File: config.mk
export PLATFORM = sky130hd
export DESIGN_NAME = hdr_word_rx
export DESIGN_NICKNAME = d
export VERILOG_FILES = /design/src/rtl/hdr_word_rx.sv
export SDC_FILE = /design/constraint.sdc
export NUM_CORES = 1
export LEC_CHECK = 0
export BUFFER_PORTS_ARGS = -buffer_cell sky130_fd_sc_hd__buf_2
export CAP_MARGIN = 20
export CORE_AREA = 2 2 55 57
export CTS_CLUSTER_DIAMETER = 50
export DETAILED_ROUTE_END_ITERATION = 8
export DIE_AREA = 0 0 57 59
export MAX_ROUTING_LAYER = met4
export PLACE_DENSITY = 0.74
export SLEW_MARGIN = 20
export SYNTH_ARGS = -nofsm -noshare
export SYNTH_HDL_FRONTEND = slang
export SYNTH_SLANG_ARGS = --single-unit
File: constraint.sdc
create_clock -name clk -period 2.2 [get_ports clk]
set_input_delay 0.44 -clock clk [delete_from_list [all_inputs] [get_ports clk]]
set_output_delay 0.44 -clock clk [all_outputs]
set_load 0.05 [all_outputs]
File: src/rtl/hdr_word_rx.sv
module hdr_word_rx #(
  parameter int WORD_W  = 16,
  parameter int HDR_LEN = 4
) (
  input  logic              clk,
  input  logic              rst,
  input  logic              sdi,
  output logic [WORD_W-1:0] word_out,
  output logic              word_valid
);

  localparam int CW = (WORD_W  > 1) ? $clog2(WORD_W)    : 1;
  localparam int RW = (HDR_LEN > 1) ? $clog2(HDR_LEN+1) : 1;
  localparam logic [CW-1:0] LAST_BIT = CW'(WORD_W - 1);
  localparam logic [RW-1:0] LAST_ONE = RW'(HDR_LEN - 1);

  typedef enum logic {S_SEARCH, S_CAPTURE} st_t;

  st_t               st;
  logic [RW-1:0]     run_cnt;
  logic [CW-1:0]     bit_cnt;
  logic [WORD_W-1:0] shreg;
  logic [WORD_W-1:0] shreg_nxt;
  logic              in_capture;

  assign shreg_nxt  = {sdi, shreg[WORD_W-1:1]};
  assign in_capture = (st == S_CAPTURE);

  always_ff @(posedge clk) begin
    if (rst) begin
      st         <= S_SEARCH;
      run_cnt    <= '0;
      bit_cnt    <= '0;
      shreg      <= '0;
      word_out   <= '0;
      word_valid <= 1'b0;
    end else begin
      word_valid <= 1'b0;
      case (st)
        S_SEARCH: begin
          if (!sdi) begin
            run_cnt <= '0;
          end else if (run_cnt == LAST_ONE) begin
            run_cnt <= '0;
            bit_cnt <= '0;
            st      <= S_CAPTURE;
          end else begin
            run_cnt <= run_cnt + 1'b1;
          end
        end
        S_CAPTURE: begin
          shreg   <= shreg_nxt;
          bit_cnt <= bit_cnt + 1'b1;
          if (bit_cnt == LAST_BIT) begin
            bit_cnt    <= '0;
            word_out   <= shreg_nxt;
            word_valid <= 1'b1;
            st         <= S_SEARCH;
          end
        end
        default: st <= S_SEARCH;
      endcase
    end
  end

endmodule

-- Word level (Yosys, flattened, before mapping)
Cells that the tools add are included.
- bits in registers: 41
- output and inout bits: 17
- word-level logic and storage cells: 27
- input port bits: 3
- bitwise gates (word level): 1
- $add $sub $neg: 2
- multiplexer cells: 11
- reduce and logical (&&, ||, !) cells: 3
- eq/ne operators: 4
- operator list (cell ; count):
    $mux W4 ; 3
    $pmux W4 S2 ; 1
    $mux W3 ; 2
    $add A4 B1 Y4 const B ; 1
    $eq A4 B4 Y1 const B ; 1
    $mux W1 ; 4
    $ne A2 B2 Y1 const B ; 2
    $reduce_and A2 Y1 ; 2
    $add A3 B1 Y3 const B ; 1
    $eq A3 B2 Y1 const B ; 1
    $pmux W1 S2 ; 1
    $reduce_or A2 Y1 ; 1
    $not A1 Y1 ; 1

-- Logic depth before layout (Yosys ltp)
Gate-level depths: netlist (run 1).
- word-level depth: 4
- gate-level depth with buffers: 6
- mapped depth without buffers: 4

-- Worst setup path before layout (run 1)
Ideal clock, no wire load.
- path kind: flip-flop to flip-flop
- start: register bit_cnt[0]
- end: register word_out[2]
- cell stages (with the launch flop): 7
- required time: 2064 ps
- path slack: 913 ps
- data arrival time: 1151 ps
- buffers on the path: 2
- clock period less this slack: 1287 ps
- library setup time: 136 ps
- path through: dfxtp_1 ha_1 and4_1 buf_6 buf_8 nand2_1 a21oi_2
- longest elaborated chain between the ends: 2
- RTL lines (item ; line ; text):
    start, declared ; 21 ; logic [CW-1:0] bit_cnt;
    start signal, assigned ; 53 ; bit_cnt <= bit_cnt + 1'b1;
    $eq A4 B4 Y1 ; 54 ; if (bit_cnt == LAST_BIT) begin
    $reduce_and A2 Y1 (no line) ; -- ;
    end signal, assigned ; 56 ; word_out <= shreg_nxt;
    end, declared ; 8 ; output logic [WORD_W-1:0] word_out,
Every way passes these cells.
A chain may end at the register's enable or synchronous reset.

-- Final worst setup path (run 1)
- start: register bit_cnt[0]
- end: register word_out[1]
The elaborated chain is that of the path after synthesis.

==> results of run 1 <==
## routing by layer
metal,GRT usage,vias to the layer above,part of all wire
met5,-,-,0
met4,0.0997,0,0.024
met3,0.0590,8,0.042
met2,0.271,15,0.49
met1,0.215,517,0.45
li1,-,584,-
## cell usage after synthesis (all sizes together)
library cell / count
nand2b: 1
a21oi: 23
buf: 8
nand4: 2
a211oi: 1
dfxtp: 40
xor2: 1
mux2i: 15
a311o: 1
nor2: 17
or3: 1
a31oi: 1
and4: 1
ha: 2
clkbuf: 3
o211ai: 1
nor3b: 1
nand3b: 1
inv: 3
nand2: 36
nand3: 6
## cells by family after synthesis
group | after synthesis | synth area share
flip-flops | 40 | 0.519
XOR/XNOR | 1 | 0.00568
buffers and inverters | 14 | 0.0576
AND/OR/NAND/NOR | 66 | 0.184
adder cells (fa/ha/maj) | 2 | 0.0162
AO/OA/AOI/OAI | 27 | 0.120
multiplexers | 15 | 0.0973
## final timing paths
check | end | depth (start not counted)
min | word_out[15] | 3
min reg2reg | word_out[11] | 2
max reg2reg | word_out[1] | 4
max | word_out[1] | 4
## cell usage in the layout, fill, tap and decap left out, types with 2 or more instances in the layout
cell	netlist	layout
sky130_fd_sc_hd__mux2i_1	15	15
sky130_fd_sc_hd__nand2_1	36	36
sky130_fd_sc_hd__buf_4	2	2
sky130_fd_sc_hd__clkbuf_4	0	5
sky130_fd_sc_hd__a21oi_1	14	14
sky130_fd_sc_hd__dfxtp_1	40	40
sky130_fd_sc_hd__a21oi_2	9	9
sky130_fd_sc_hd__buf_2	2	19
sky130_fd_sc_hd__inv_1	2	2
sky130_fd_sc_hd__ha_1	2	2
sky130_fd_sc_hd__nand3_1	6	6
sky130_fd_sc_hd__nor2_1	17	17
## power groups by stage
stage / registers, mW / logic [mW] / clock network, mW
2_1_floorplan: 0.744 / 0.0182 / 0
3_3_place_gp: 0.744 / 0.0227 / 0
3_5_place_dp: 0.744 / 0.0239 / 0
4_1_cts: 0.728 / 0.0238 / 0.403
5_1_grt: 0.729 / 0.0264 / 0.428
6_report: 0.728 / 0.0235 / 0.386
## sequential cells by signal, indices dropped and copies added, names as in the netlist
signal and count:
run_cnt 3, word_valid 1, in_capture 1, word_out 16
bit_cnt 4, shreg 15
## worst max-delay path, cell delays in order, from the launching register on
cell and delay, ns:
sky130_fd_sc_hd__dfxtp_1 0.41, sky130_fd_sc_hd__ha_1 0.27, sky130_fd_sc_hd__and4_1 0.62, sky130_fd_sc_hd__nand2_1 0.14
sky130_fd_sc_hd__a21oi_1 0.17
## final cells by class
class                   instances  area [um^2]
repair buffers                 21          110
clock buffers                   7         55.1
clock inverters                 1         7.51
inverters                       3         11.3
fillers                       258         1030
multi-input cells             111          653
flip-flops and latches         40          801
well taps                      31         38.8
## through the flow
step	setup slack (ns)	cell area [um^2]	cells
after CTS	0.517	1680	214
after detailed placement	0.558	1610	206
final	0.508	1680	214
after floorplan	0.913	1540	165
after global placement	0.622	1610	206
after global routing	0.381	1680	214
==> results.json, run 1 <==
{
  "setup_violations": 0,
  "synthCells": 165,
  "worst_slack_on_hold_paths_ns": 0.383,
  "synth_cell_types": 28,
  "worstHoldStart": "sdi",
  "inserted_clock_buffers": 5,
  "vias_per_cell": 5.25,
  "globalRouteOverflowTotal": 0,
  "synth.top_cells.by_area": "sky130_fd_sc_hd__dfxtp_1, sky130_fd_sc_hd__mux2i_1, sky130_fd_sc_hd__nand2_1",
  "setup_repair_after_global_routing_missed_its_margin": "false",
  "grt_max_degree": 41,
  "final_min_period_over_clock_period": 0.769,
  "wl_um": 2650,
  "antenna-diode-count": 0,
  "total_power_mw": 1.14,
  "synth_sequential_area_ratio": 0.519,
  "setup.worst_path.start": "bit_cnt[0]",
  "p_leak_nw": 0.613,
  "layout.core_utilization": 0.619,
  "cts_tree": "done",
  "design.core.area_um2": 2710,
  "synth_area_per_cell_um2": 9.35,
  "type_of_the_worst_setup_path": "flip-flop to flip-flop",
  "die_outline_area_um2": 3360,
  "initial_cell_density_of_the_core": 0.569,
  "seq_power_share": 0.640,
  "nature_of_the_critical_path_endpoint": "flip-flop",
  "grt_pass1_wl_um": 4400,
  "fin_crit_ns": 1.69,
  "peakVddDrop_v": 0.000540,
  "clk_slew_on_worst_s_h_paths_ns": 0.11,
  "r2r-start": "bit_cnt[0]",
  "sw_frac_of_total": 0.219,
  "powerDensity_nw_per_um2": 678,
  "synthesis.nets": 170,
  "grt_antenna_before_repair": 0,
  "p_clk_frac": 0.339,
  "maxCapViolations": 0,
  "ys_warn_count": 0,
  "die_width_um": 57,
  "synth.top_cell.area_share": 0.519,
  "power.net_switching_uw": 249,
  "drt-pass1-iter-count": 4,
  "worst_slew_margin_rel": 0.487,
  "netlist_area_um2": 1540,
  "crit_path_max_fanout": 17,
  "cts_resized": 0,
  "drt_iter0_markers": 26,
  "wire_per_inst_um": 12.4,
  "worst_pin_slew_ns": 0.769,
  "layout_cell_share_with_drive_strength_beyond_1": 0.219,
  "post_cts_buffers": 0,
  "fraction_of_power_consumed_by_combinational_cells": 0.021,
  "pin_count": 20,
  "hold_violations": 0,
  "drcViolationCount": 0,
  "critPathRequiredTime_ns": 2.47,
  "crit_arrival_ns": 1.96,
  "worst-r2r-setup-slack_ns": 0.51,
  "critPathLaunchType": "flip-flop",
  "ant_nets": 0,
  "cts_num_sinks": 40,
  "gp_congestion": 0.777,
  "htree_levels": 2,
  "postCtsHoldBufs": 0,
  "insertion_delay_ns": 0.34,
  "slew_violations": 0,
  "vias": 1124,
  "final_net_count": 187,
  "setup_total_negative_slack_ns": 0,
  "worst_hold_path_type": "primary input to flip-flop",
  "fin_worst_skew_ns": 0.00686,
  "fmax_mhz": 591,
  "floorplan.rows": 19,
  "root_buffer": "sky130_fd_sc_hd__clkbuf_4",
  "port_buffers": 19,
  "grt_use_total": 0.180,
  "outcome": "finished, final reports clean",
  "area_growth_pct": 8.68,
  "synth_top_cell_by_area": "sky130_fd_sc_hd__dfxtp_1",
  "grt_pass1_vias": 1006,
  "die_h_um": 59,
  "clk_path_buf_depth": 2,
  "intPower_uw": 888,
  "synth-seq-cells": 40,
  "dpl.hpwl_um": 1710
}
(Power assumes the default switching activity.)
==> inputs of run 2 (changes only) <==
--- a/config.mk
+++ b/config.mk
@@ -7,12 +7,12 @@
 export LEC_CHECK = 0
 export BUFFER_PORTS_ARGS = -buffer_cell sky130_fd_sc_hd__buf_2
 export CAP_MARGIN = 20
-export CORE_AREA = 2 2 55 57
+export CORE_AREA = 2 2 56 58
 export CTS_CLUSTER_DIAMETER = 50
 export DETAILED_ROUTE_END_ITERATION = 8
-export DIE_AREA = 0 0 57 59
+export DIE_AREA = 0 0 58 60
 export MAX_ROUTING_LAYER = met4
-export PLACE_DENSITY = 0.74
+export PLACE_DENSITY = 0.71
 export SLEW_MARGIN = 20
 export SYNTH_ARGS = -nofsm -noshare
 export SYNTH_HDL_FRONTEND = slang
==> constraint.sdc (replaced) <==
create_clock -name clk -period 1.7 [get_ports clk]
set_input_delay 0.34 -clock clk [delete_from_list [all_inputs] [get_ports clk]]
set_output_delay 0.34 -clock clk [all_outputs]
set_load 0.05 [all_outputs]
==> run 2 against run 1 <==
Via count up 0.71%. Register-to-register slack worse by 0.27 ns. Critical path type unchanged. Sequential share of layout area down 1.4 points. Worst setup slack worse by 0.27 ns. Highest routed layer unchanged. Global-route usage down 0.42 points. Total power up 46%. Fmax up 16%. Non-clock buffer count up 1. Sequential cell count unchanged. Die area up 3.5%. Worst hold slack worse by 0.097 ns. Clock skew up 0.0095 ns. Largest cell class unchanged.
==> results.json, run 2 (synthesis gave the netlist of run 1 again) <==
{
  "slew_violations": 0,
  "dpl.hpwl_um": 1720,
  "postCtsHoldBufs": 0,
  "clk_path_buf_depth": 2,
  "reg.largest.list": "word_out: 16 flops, shreg: 15 flops, bit_cnt: 4 flops",
  "critPathLaunchType": "flip-flop",
  "grt_max_degree": 41,
  "port_buffers": 19,
  "nature_of_the_critical_path_endpoint": "flip-flop",
  "cts_tree": "done",
  "critPathTopFamily": "flip-flops",
  "gp_congestion": 0.707,
  "worst_hold_path_type": "primary input to flip-flop",
  "multiInputGateArea_um2": 662,
  "crit_arrival_ns": 1.74,
  "seqCellArea_um2": 801,
  "filler_cell_count": 261,
  "fin_crit_ns": 1.46,
  "worst_slack_on_hold_paths_ns": 0.286,
  "layout.cells.non_filler": 217,
  "mostFrequentLayoutCell": "sky130_fd_sc_hd__dfxtp_1",
  "critical_path.max_stage_delay_ns": 0.41,
  "ant_nets": 0,
  "post_cts_buffers": 0,
  "floorplan.rows": 20,
  "grt_pass1_wl_um": 4410,
  "globalRouteOverflowTotal": 0,
  "grt_use_total": 0.176,
  "wire_per_inst_um": 12.4,
  "grt_antenna_before_repair": 0,
  "vias_per_cell": 5.22,
  "timing.critical_path.cells": "ha_1, and4_1, buf_4, nand2_1, a21oi_1",
  "final_net_count": 188,
  "inserted_clock_buffers": 5,
  "antenna-diode-count": 0,
  "critPathRequiredTime_ns": 1.97,
  "vias": 1132,
  "critical-path-slowest-cell": "sky130_fd_sc_hd__dfxtp_1",
  "maxCapViolations": 0,
  "powerDensity_nw_per_um2": 963,
  "area_growth_pct": 12.0,
  "initial_cell_density_of_the_core": 0.531,
  "fmax_mhz": 684,
  "pin_count": 20,
  "clk_slew_on_worst_s_h_paths_ns": 0.11,
  "peakVddDrop_v": 0.000635,
  "type_of_the_worst_setup_path": "flip-flop to flip-flop",
  "number_of_flip_flops_in_the_largest_register": 16,
  "design.core.area_um2": 2900,
  "die_width_um": 58,
  "worst_slew_margin_rel": 0.703,
  "mostFrequentLayoutCells": "sky130_fd_sc_hd__dfxtp_1, sky130_fd_sc_hd__nand2_1, sky130_fd_sc_hd__buf_2",
  "cts_num_sinks": 40,
  "htree_levels": 2,
  "wl_um": 2690,
  "crit_path_max_fanout": 17,
  "outcome": "finished, final reports clean",
  "root_buffer": "sky130_fd_sc_hd__clkbuf_4",
  "final_min_period_over_clock_period": 0.860,
  "setup_repair_after_global_routing_missed_its_margin": "false",
  "insertion_delay_ns": 0.35,
  "timing.critical_path.buf_inv": 1,
  "place.detailed.instances": 209,
  "drt-pass1-iter-count": 4,
  "worst_pin_slew_ns": 0.445,
  "drt_iter0_markers": 29,
  "drcViolationCount": 0,
  "worst-r2r-setup-slack_ns": 0.24,
  "top_register": "word_out",
  "fin_worst_skew_ns": 0.0164,
  "die_h_um": 60,
  "p_leak_nw": 0.644,
  "setup_total_negative_slack_ns": 0,
  "die_outline_area_um2": 3480,
  "layout_cell_share_with_drive_strength_beyond_1": 0.228,
  "hold_violations": 0,
  "grt_pass1_vias": 965,
  "setup_violations": 0
}
run 2: cell count changes in the layout (fill, tap and decap cells not counted), sizes merged:
cell      change
bufinv        +1
buf           +1
clkinvlp      -1
run 2: cell type report:
cell class / instances / area share
Clock buffer: 7 / 0.0377
Clock inverter: 1 / 0.0174
Inverter: 3 / 0.00652
Multi-Input combinational cell: 111 / 0.383
Sequential cell: 40 / 0.463
Tap cell: 33 / 0.0239
Timing Repair Buffer: 22 / 0.0681
run 2: power by group:
| group | switching [mW] | leakage [nW] | total, mW | internal (mW) |
|---|---|---|---|---|
| clock network | 0.299 | 0.0515 | 0.690 | 0.391 |
| logic | 0.0232 | 0.271 | 0.0318 | 0.00859 |
| registers | 0.00253 | 0.322 | 0.942 | 0.940 |
| total | 0.325 | 0.644 | 1.66 | 1.34 |
run 2: repair_timing:
item                       in CTS  in global routing
gates resized for setup         0                  1
hold endpoints to repair        0                  0
setup endpoints to repair       0                  4
run 2: worst paths after layout:
path / cells past startpoint / start / to
max: 5 / bit_cnt[0] / word_out[0]
min reg2reg: 2 / word_out[1] / word_out[1]
min: 3 / sdi / word_out[15]
max reg2reg: 5 / bit_cnt[0] / word_out[0]
run 2: metal layers:
layer	vias to the layer above	wire length, um	GRT usage
li1	586	-	-
met1	523	1240	0.223
met2	18	1290	0.266
met3	5	107	0.0390
met4	0	49	0.0897
met5	-	0	-
run 2: worst reg2reg max path, delay by kind of cell (launching register included):
family | cells | cell delay (ns)
AND/OR/NAND/NOR | 2 | 0.32
flip-flops | 1 | 0.41
AO/OA/AOI/OAI | 1 | 0.14
buffers and inverters | 1 | 0.23
adder cells (fa/ha/maj) | 1 | 0.31
run 2: metrics by stage:
stage / utilization / cell area, um^2 / power, mW / setup slack, ns
after floorplan: - / 1540 / 0.986 / 0.413
after global placement: 0.559 / 1620 / 0.994 / 0.224
after detailed placement: 0.559 / 1620 / 0.995 / 0.130
after CTS: 0.592 / 1720 / 1.68 / 0.125
after global routing: 0.595 / 1730 / 1.73 / 0.0996
final: 0.595 / 1730 / 1.66 / 0.238
